`config.mk`:
```
export PLATFORM = sky130hd
export DESIGN_NAME = bdemux
export DESIGN_NICKNAME = d
export VERILOG_FILES = /design/src/rtl/bdemux_pkg.sv /design/src/rtl/bdemux_addr_stage.sv /design/src/rtl/bdemux_decode.sv /design/src/rtl/bdemux_out_stage.sv /design/src/rtl/bdemux.sv
export SDC_FILE = /design/constraint.sdc
export NUM_CORES = 1
export LEC_CHECK = 0
export ABC_AREA = 1
export BUFFER_PORTS_ARGS = -buffer_cell sky130_fd_sc_hd__buf_2
export CORE_MARGIN = 4
export CORE_UTILIZATION = 45
export DETAILED_ROUTE_END_ITERATION = 8
export GPL_TIMING_DRIVEN = 0
export HOLD_SLACK_MARGIN = 0.02
export MAX_ROUTING_LAYER = met4
export PLACE_DENSITY = 0.69
export SETUP_SLACK_MARGIN = 0.1
export SYNTH_ARGS = -nofsm -noshare
export SYNTH_HDL_FRONTEND = slang
export SYNTH_HIERARCHICAL = 1
export SYNTH_SLANG_ARGS = --single-unit
```
`constraint.sdc`:
```
create_clock -name clk -period 1.8 [get_ports clk]
set_clock_uncertainty 0.05 [all_clocks]
set_input_delay 0.27 -clock clk [delete_from_list [all_inputs] [get_ports clk]]
set_output_delay 0.27 -clock clk [all_outputs]
set_load 0.02 [all_outputs]
```
`src/rtl/bdemux_pkg.sv`:
```
package bdemux_pkg;
  typedef enum logic { ADDR_LEVEL = 1'b0, ADDR_RISE = 1'b1 } addr_mode_e;
  localparam int MAX_OUT = 16;
endpackage

```
`src/rtl/bdemux_addr_stage.sv`:
```
module bdemux_addr_stage
  import bdemux_pkg::*;
#(
  parameter int         ADDR_W = 4,
  parameter bit         ENABLE = 1'b1,
  parameter addr_mode_e MODE   = ADDR_LEVEL
) (
  input  logic              clk,
  input  logic              rst_n,
  input  logic [ADDR_W-1:0] addr_in,
  input  logic              en,
  output logic [ADDR_W-1:0] addr_eff
);
  generate
    if (!ENABLE) begin : g_bypass
      assign addr_eff = addr_in;
    end else if (MODE == ADDR_LEVEL) begin : g_level
      logic [ADDR_W-1:0] held_q;
      always_ff @(posedge clk) begin
        if (!rst_n)  held_q <= '0;
        else if (en) held_q <= addr_in;
      end
      assign addr_eff = en ? addr_in : held_q;
    end else begin : g_rise
      logic [ADDR_W-1:0] held_q;
      logic              en_d;
      always_ff @(posedge clk) begin
        if (!rst_n) begin
          held_q <= '0;
          en_d   <= 1'b0;
        end else begin
          en_d <= en;
          if (en && !en_d) held_q <= addr_in;
        end
      end
      assign addr_eff = held_q;
    end
  endgenerate
endmodule

```
`src/rtl/bdemux_decode.sv`:
```
module bdemux_decode #(
  parameter int ADDR_W  = 4,
  parameter int NUM_OUT = 12
) (
  input  logic               din,
  input  logic [ADDR_W-1:0]  addr,
  output logic [NUM_OUT-1:0] lines
);
  for (genvar i = 0; i < NUM_OUT; i++) begin : g_line
    assign lines[i] = din & (addr == ADDR_W'(i));
  end
endmodule

```
`src/rtl/bdemux_out_stage.sv`:
```
module bdemux_out_stage #(
  parameter int NUM_OUT = 12,
  parameter bit ENABLE  = 1'b1
) (
  input  logic               clk,
  input  logic               rst_n,
  input  logic               en,
  input  logic [NUM_OUT-1:0] live,
  output logic [NUM_OUT-1:0] vec
);
  generate
    if (!ENABLE) begin : g_bypass
      assign vec = live;
    end else begin : g_hold
      logic [NUM_OUT-1:0] held_q;
      always_ff @(posedge clk) begin
        if (!rst_n)  held_q <= '0;
        else if (en) held_q <= live;
      end
      assign vec = en ? live : held_q;
    end
  endgenerate
endmodule

```
`src/rtl/bdemux.sv`:
```
module bdemux
  import bdemux_pkg::*;
#(
  parameter int                 NUM_OUT       = 12,
  parameter int                 ADDR_W        = 4,
  parameter bit                 USE_ADDR_HOLD = 1'b1,
  parameter bit                 USE_OUT_HOLD  = 1'b1,
  parameter addr_mode_e         ADDR_MODE     = ADDR_LEVEL,
  parameter bit                 INV_DIN       = 1'b0,
  parameter logic [ADDR_W-1:0]  INV_ADDR      = '0,
  parameter bit                 INV_AEN       = 1'b0,
  parameter bit                 INV_OEN       = 1'b0,
  parameter logic [NUM_OUT-1:0] INV_DOUT      = '0
) (
  input  logic               clk,
  input  logic               rst_n,
  input  logic               din,
  input  logic [ADDR_W-1:0]  addr,
  input  logic               addr_en,
  input  logic               out_en,
  output logic [NUM_OUT-1:0] dout
);
  logic               din_l, aen_l, oen_l;
  logic [ADDR_W-1:0]  addr_l, addr_eff;
  logic [NUM_OUT-1:0] lines, vec;

  assign din_l  = din ^ INV_DIN;
  assign addr_l = addr ^ INV_ADDR;
  assign aen_l  = addr_en ^ INV_AEN;
  assign oen_l  = out_en ^ INV_OEN;

  bdemux_addr_stage #(.ADDR_W(ADDR_W), .ENABLE(USE_ADDR_HOLD), .MODE(ADDR_MODE)) u_addr (
    .clk(clk), .rst_n(rst_n), .addr_in(addr_l), .en(aen_l), .addr_eff(addr_eff)
  );

  bdemux_decode #(.ADDR_W(ADDR_W), .NUM_OUT(NUM_OUT)) u_dec (
    .din(din_l), .addr(addr_eff), .lines(lines)
  );

  bdemux_out_stage #(.NUM_OUT(NUM_OUT), .ENABLE(USE_OUT_HOLD)) u_out (
    .clk(clk), .rst_n(rst_n), .en(oen_l), .live(lines), .vec(vec)
  );

  assign dout = vec ^ INV_DOUT;
endmodule

```
==> summary.txt, run 1 <==
Synthesis
  • Yosys reg bits: 16
  • Syn Area/Cell: 5.52 um^2
  • Syn Nets: 171
  • Synth cell types: 11
  • Post-Syn Area: 895 um^2
  • Register area share after synthesis: 35.8%
  • Synth Warn #: 6
  • Syn Inst Count: 162

CTS
  • Clock network latency to the later pin of the worst-skew pair: 280 ps
  • Num CTS Buffers: 3
  • Clock-pin slew on the worst setup and hold paths: 90 ps
  • CTS tree: built
  • Clock root cell: clkbuf_4
  • Clock Sink Count: 16
  • CTS H-tree lvls: 1
  • CTS Buffer Depth: 2

Route
  • Routed len/inst: 9.62 um
  • Final wirelength: about 2100 um
  • Post-DRT Antenna Nets: 0
  • Total number of vias: 937
  • Initial drt markers: 6
  • DR vias/cell: 4.24
  • Router iterations before antenna repair: 4
  • DRC violations left: 0

Timing
  • Worst-margin pin slew: 230 ps
  • Unrepaired setup endpoints after global routing: true
  • Fin crit share: 100%
  • Final Max Tran Viols: 0
  • TNS Setup: -1.35 ps
  • Minimum clock period: 1800 ps
  • Fin worst setup slack: -1.35 ps
  • Final Hold Violating Endpoints: 0
  • Fmax: 0.555 GHz
  • Final setup vio count: 1
  • Relative slew margins: between 80% and 90%

Floorplanning
  • Site Rows: 15
  • Die H: 52.6 um
  • Horiz. Die Dim: about 53 um
  • Core area: 1800 um^2
  • I/O pins: 21
  • Starting Density: between 40% and 50%
  • Die Area: 2770 um^2

Critical path
  • WS Path Type: reg2out
  • CP max FO: 4
  • CP Launch Type: flip-flop
  • Slowest-stage cell, CP: dfxtp_2
  • Slowest stage delay, CP: 330 ps
  • Worst path arrival time: 1480 ps
  • CP cell instances: inv_1 > nand2_1 > nand2_2 > inv_4 > inv_4 > nand3_4 > nor2_1 > inv_1 > nand2_1 > nand2_1 > inv_1 > buf_6
  • Req. time, crit path: 1480 ps
  • Critical Path End Type: primary output

Global routing
  • Total congestion overflow: 0
  • Initial antenna violation count: 0
  • Vias in the first global route: slightly below 800
  • Largest net degree at the start of global routing: 11
  • First-pass GRT wire length: 3110 um
  • Total Routing Usage GR: 15.4%

Final layout
  • Final Non-Filler Cells: 221
  • Nets: 206
  • Area Growth Syn to Fin: 49.6%
  • ANT cells: 0
  • Share of cells above drive strength 1: 41.3%
  • Final core utilization: around three quarters

Placed design
  • Final GP Congestion: between 0.7 and 0.8
  • Hpwl dp: 1270 um
  • Placed cell count: 207
  • IO buf count: 20

Run status
  • Status: finished, violations left
  • Failing checks: setup timing

Power
  • Pleak: 0.000760 uW
  • PD cells: 670 nW/um^2
  • VDD IR max: 0.487 mV

Min path
  • Worst hold path type: in2reg

Flow run
  • Max-Cap Viols: 0
## flip-flops by register name (all words and copies together) (netlist names)
| signal | flops |
|---|---|
| u_out/g_hold.held_q | 12 |
| u_addr/g_level.held_q | 4 |
## per-layer routing
metal | share of wire, % | GRT usage, % | up-vias
li1 | - | - | 505
met1 | 39 | 17.9 | 413
met2 | 56 | 26.0 | 17
met3 | 4.6 | 2.56 | 2
met4 | 0.42 | 6.38 | 0
met5 | 0 | - | -
## path summary, 6_finish.rpt
check	startpoint	slack, ps	cells after the start	endpoint
setup / recovery	u_addr/g_level.held_q[3]	-1	12	dout[2]
hold / removal	rst_n	190	3	u_out/g_hold.held_q[10]
setup reg to reg	u_addr/g_level.held_q[3]	120	16	u_out/g_hold.held_q[0]
hold reg to reg	u_out/g_hold.held_q[9]	480	4	u_out/g_hold.held_q[9]
## timing repair
item	4_1_cts	5_1_grt
setup buffers	7	3
pin swaps	7	13
gates resized for setup	28	50
hold buffers	0	0
endpoints found under the setup margin	12	13
## stage by stage
stage | cell area (um^2) | hold WS [ps] | setup slack [ps] | power, uW
after CTS | 1180 | 189 | 60.2 | 841
after detailed placement | 1030 | 462 | 159 | 562
after global placement | 1030 | 455 | 170 | 558
after floorplan | 895 | 368 | 457 | 514
final | 1340 | 191 | -1.35 | 897
after global routing | 1340 | 187 | -152 | 961
## kinds of logic after synthesis
group	synth area share (%)
simple gates	38.0
flops	35.8
buf+inv	26.2
## worst max-delay path, delay by kind of cell, from the launching register on
family / cells / cell delay, ps
and+or+nand+nor: 6 / 470
DFF: 1 / 330
buffers and inverters: 6 / 410
## cells in the final DEF (no fill, tap or decap)
master	synthesis	layout
nand2_1	54	42
inv_1	52	39
nor2_1	27	22
buf_6	1	18
dfxtp_1	16	12
inv_2	4	10
nand2_2	0	10
buf_2	1	9
inv_4	0	7
buf_4	1	6
nor2_2	1	5
dfxtp_2	0	4
nand3_2	1	4
clkbuf_4	0	3
nand2_4	0	2
clkbuf_8	0	1
nand3_4	0	1
nor2_4	0	1
## synthesized netlist by cell type, drive strengths merged
master | count | area share [%]
nand2 | 54 | 23
nor2 | 28 | 12
dfxtp | 16 | 36
inv | 56 | 23
nand3 | 5 | 3.4
buf | 3 | 2.7
## report_power, final
| part | internal (uW) | switching, uW | total [uW] |
|---|---|---|---|
| Combinational | 121 | 161 | 282 |
| Sequential | 375 | 5.33 | 381 |
| Clock | 123 | 112 | 235 |
| Total | 619 | 278 | 897 |
## area by class of cell
class                   instances  area [um^2]
fillers                       167          463
multi-input cells              87          425
flip-flops and latches         16          325
repair buffers                 30          269
inverters                      56          228
clock buffers                   4         36.3
well taps                      25         31.3
plain buffers                   3         23.8
No activity file was read; power rests on OpenSTA's default activity.
==> run 2: changes to the inputs <==
- PLACE_DENSITY: 0.69 -> 0.7
- SYNTH_HIERARCHICAL: 1 -> unset
==> run 2 against run 1 <==
Compared with the run above: the flow now finishes without violations; cell count down 35%; largest cell class unchanged; combinational power decreased by 63%; critical path type unchanged; utilization down 15 points.
==> summary.txt, run 2 <==
Run status
  • Status: finished, final reports clean

Synthesis
  • Synth Warn #: 0
  • Post-synth ARST share: 0%
  • Register area share after synthesis: 42.1%
  • Top cells by count, synth: 43 x nand2_1, 16 x dfxtp_1, 12 x a21oi_1
  • Syn Inst Count: 104
  • Yosys reg bits: 16
  • Post-Syn Area: 761 um^2
  • Yosys top cell by area: dfxtp_1
  • Syn Nets: 113
  • EDFF count, synth: 0
  • Synth cell types: 16
  • Most numerous cell in the Yosys netlist: nand2_1
  • Ys flop type: dfxtp_1
  • Top-area cell type share of the netlist area: 42.1%
  • Syn Area/Cell: between 7 and 8 um^2
  • Synth area leaders: dfxtp_1 42%, nand2_1 21%, a21oi_1 7.9%

Critical path
  • CP cell instances: nand2_2 > nand2_4 > inv_2 > nor2_2 > nand2_1 > nand2_1 > buf_2
  • FF-to-FF path depth: 6
  • Slowest-stage cell, CP: dfxtp_1
  • CP Launch Type: flip-flop
  • Crit path capture: dout[6]
  • Slowest stage delay, CP: 340 ps
  • Critical Path End Type: primary output
  • CP max FO: 3
  • Worst path arrival time: 1270 ps
  • WS Path Type: reg2out
  • Worst path depth: 7
  • FF-to-FF End: u_out.g_hold.held_q[6]
  • CP top delay family: simple AND/OR/NAND/NOR gates
  • Reg2reg start: u_addr.g_level.held_q[1]
  • Critical path origin: u_addr.g_level.held_q[1]
  • Req. time, crit path: 1480 ps
  • CP bufs+invs: 2
  • Reg2reg setup slack: 820 ps
  • CP dominant cell by count: nand2_1

CTS
  • Clock network latency to the later pin of the worst-skew pair: 280 ps
  • Clock root cell: clkbuf_4
  • CTS H-tree lvls: 1
  • Num CTS Buffers: 3
  • Setup bufs post-CTS: 0
  • CTS Buffer Depth: 2
  • CTS tree: built
  • Clock Sink Count: 16
  • Clock-pin slew on the worst setup and hold paths: 90 ps

Route
  • DR vias/cell: 4.73
  • Initial drt markers: 9
  • Final wirelength: 1520 um
  • Total number of vias: 677
  • Post-DRT Antenna Nets: 0
  • Routed len/inst: 10.7 um
  • Router iterations before antenna repair: 4
  • DRC violations left: 0

Timing
  • Minimum clock period: 1590 ps
  • Worst-margin pin slew: around 430 ps
  • Final setup vio count: 0
  • Fmax: 0.629 GHz
  • Final Max Tran Viols: 0
  • Final Hold Violating Endpoints: 0
  • Fin crit share: 88.3%
  • Relative slew margins: 71.2%
  • TNS Setup: 0 ps
  • Unrepaired setup endpoints after global routing: false

Power
  • PD cells: roughly 780 nW/um^2
  • Pleak: between 0.0004 and 0.0005 uW
  • VDD IR max: between 0.4 and 0.5 mV

Flow run
  • Max-Cap Viols: 0

Final layout
  • Nets: ~140
  • Area Growth Syn to Fin: 20.9%
  • Final instance area: between 900 and 1000 um^2
  • Most common cell after layout, fill and taps aside: nand2_1
  • Largest regs: u_out.g_hold.held_q: 12 flops, u_addr.g_level.held_q: 4 flops
  • Share of cells above drive strength 1: 35.4%
  • Most flops, register: u_out.g_hold.held_q
  • ANT cells: 0
  • Max FFs per register: 12
  • Commonest cells after routing, fill and taps aside: 43 x nand2_1, 18 x buf_2, 15 x dfxtp_1

Floorplanning
  • Die H: 49.1 um
  • Site Rows: 14
  • Core area: ~1600 um^2
  • Starting Density: 48.8%
  • I/O pins: 21
  • Die Area: roughly 2400 um^2
  • Horiz. Die Dim: roughly 49 um

Global routing
  • First-pass GRT wire length: 2470 um
  • Largest net degree at the start of global routing: 11
  • Met3 usage: 3.06%
  • Total Routing Usage GR: between 10% and 20%
  • Initial antenna violation count: 0
  • M1 GR Usage: 16.0%
  • Vias in the first global route: between 600 and 700
  • Met2 Resource Use GR: around 21%
  • Gr busiest metal: met2
  • Total congestion overflow: 0

Placed design
  • Hpwl dp: around 1200 um
  • IO buf count: 19
  • DP Area: a little under 900 um^2
  • Final GP Congestion: 0.741

Min path
  • Worst hold path type: in2reg
run 2: cell count changes after synthesis, sizes merged:
cell,previous run,this run
buf,3,1
nand2,54,50
clkbuf,0,2
a21oi,0,12
inv,56,8
o21ai,0,2
nand3,5,2
nor2,28,11
run 2: worst min path at each step:
stage                                      start                     end  slack [ps]  cells after the start
after floorplan           u_out.g_hold.held_q[0]  u_out.g_hold.held_q[0]         400                      2
after global placement    u_out.g_hold.held_q[0]  u_out.g_hold.held_q[0]         410                      2
after detailed placement  u_out.g_hold.held_q[7]  u_out.g_hold.held_q[7]         410                      2
after CTS                                  rst_n  u_out.g_hold.held_q[5]         250                      3
after global routing                       rst_n  u_out.g_hold.held_q[6]         260                      3
final                                     out_en  u_out.g_hold.held_q[0]         260                      4
run 2: what timing repair did:
action,4_1_cts,5_1_grt
hold buffers,0,0
hold endpoints to repair,0,0
gates resized for setup,0,3
endpoints found under the setup margin,0,6
run 2: area by class of cell:
type,instances,area (um^2)
fill,154,639
multi-input combinational,77,390
sequential,16,322
timing repair buffer,19,97.6
clock buffer,4,36.3
inverter,8,35.0
tap,16,20.0
buffer,3,18.8
run 2: where the power goes:
part	internal [uW]	total [uW]	switching (uW)
registers	363	368	4.28
clock network	123	240	117
logic	35.5	105	69.7
run 2: kinds of logic (layout without fill, tap and decap cells):
kind of cell           Yosys count  count (layout)  share of synthesized area [%]
AOI/OAI and AO/OA               14              14                           9.21
buffers and inverters           11              34                           7.07
and+or+nand+nor                 63              63                           41.6
DFF                             16              16                           42.1
run 2: worst reg2reg max path, stage by stage, from the launching register on:
cell and delay, ps:
dfxtp_1 340, nand2_2 60, nand2_4 70, inv_2 50, nor2_2 130, nand2_1 90
a21oi_1 120
run 2: per-layer routing:
layer	vias up	share of wire, %
met1	293	47
met2	14	48
met5	-	0
li1	368	-
met3	2	4.0
met4	0	0.52
run 2: through the flow:
step	setup WS (ps)	power (uW)	std cells	utilization (%)	hold WS, ps
finish	210	713	143	59.0	255
global route	102	757	143	59.0	262
CTS	168	722	143	58.5	246
detailed placement	229	481	139	56.2	414
global placement	287	478	139	56.2	409
floorplan	521	453	104	-	401
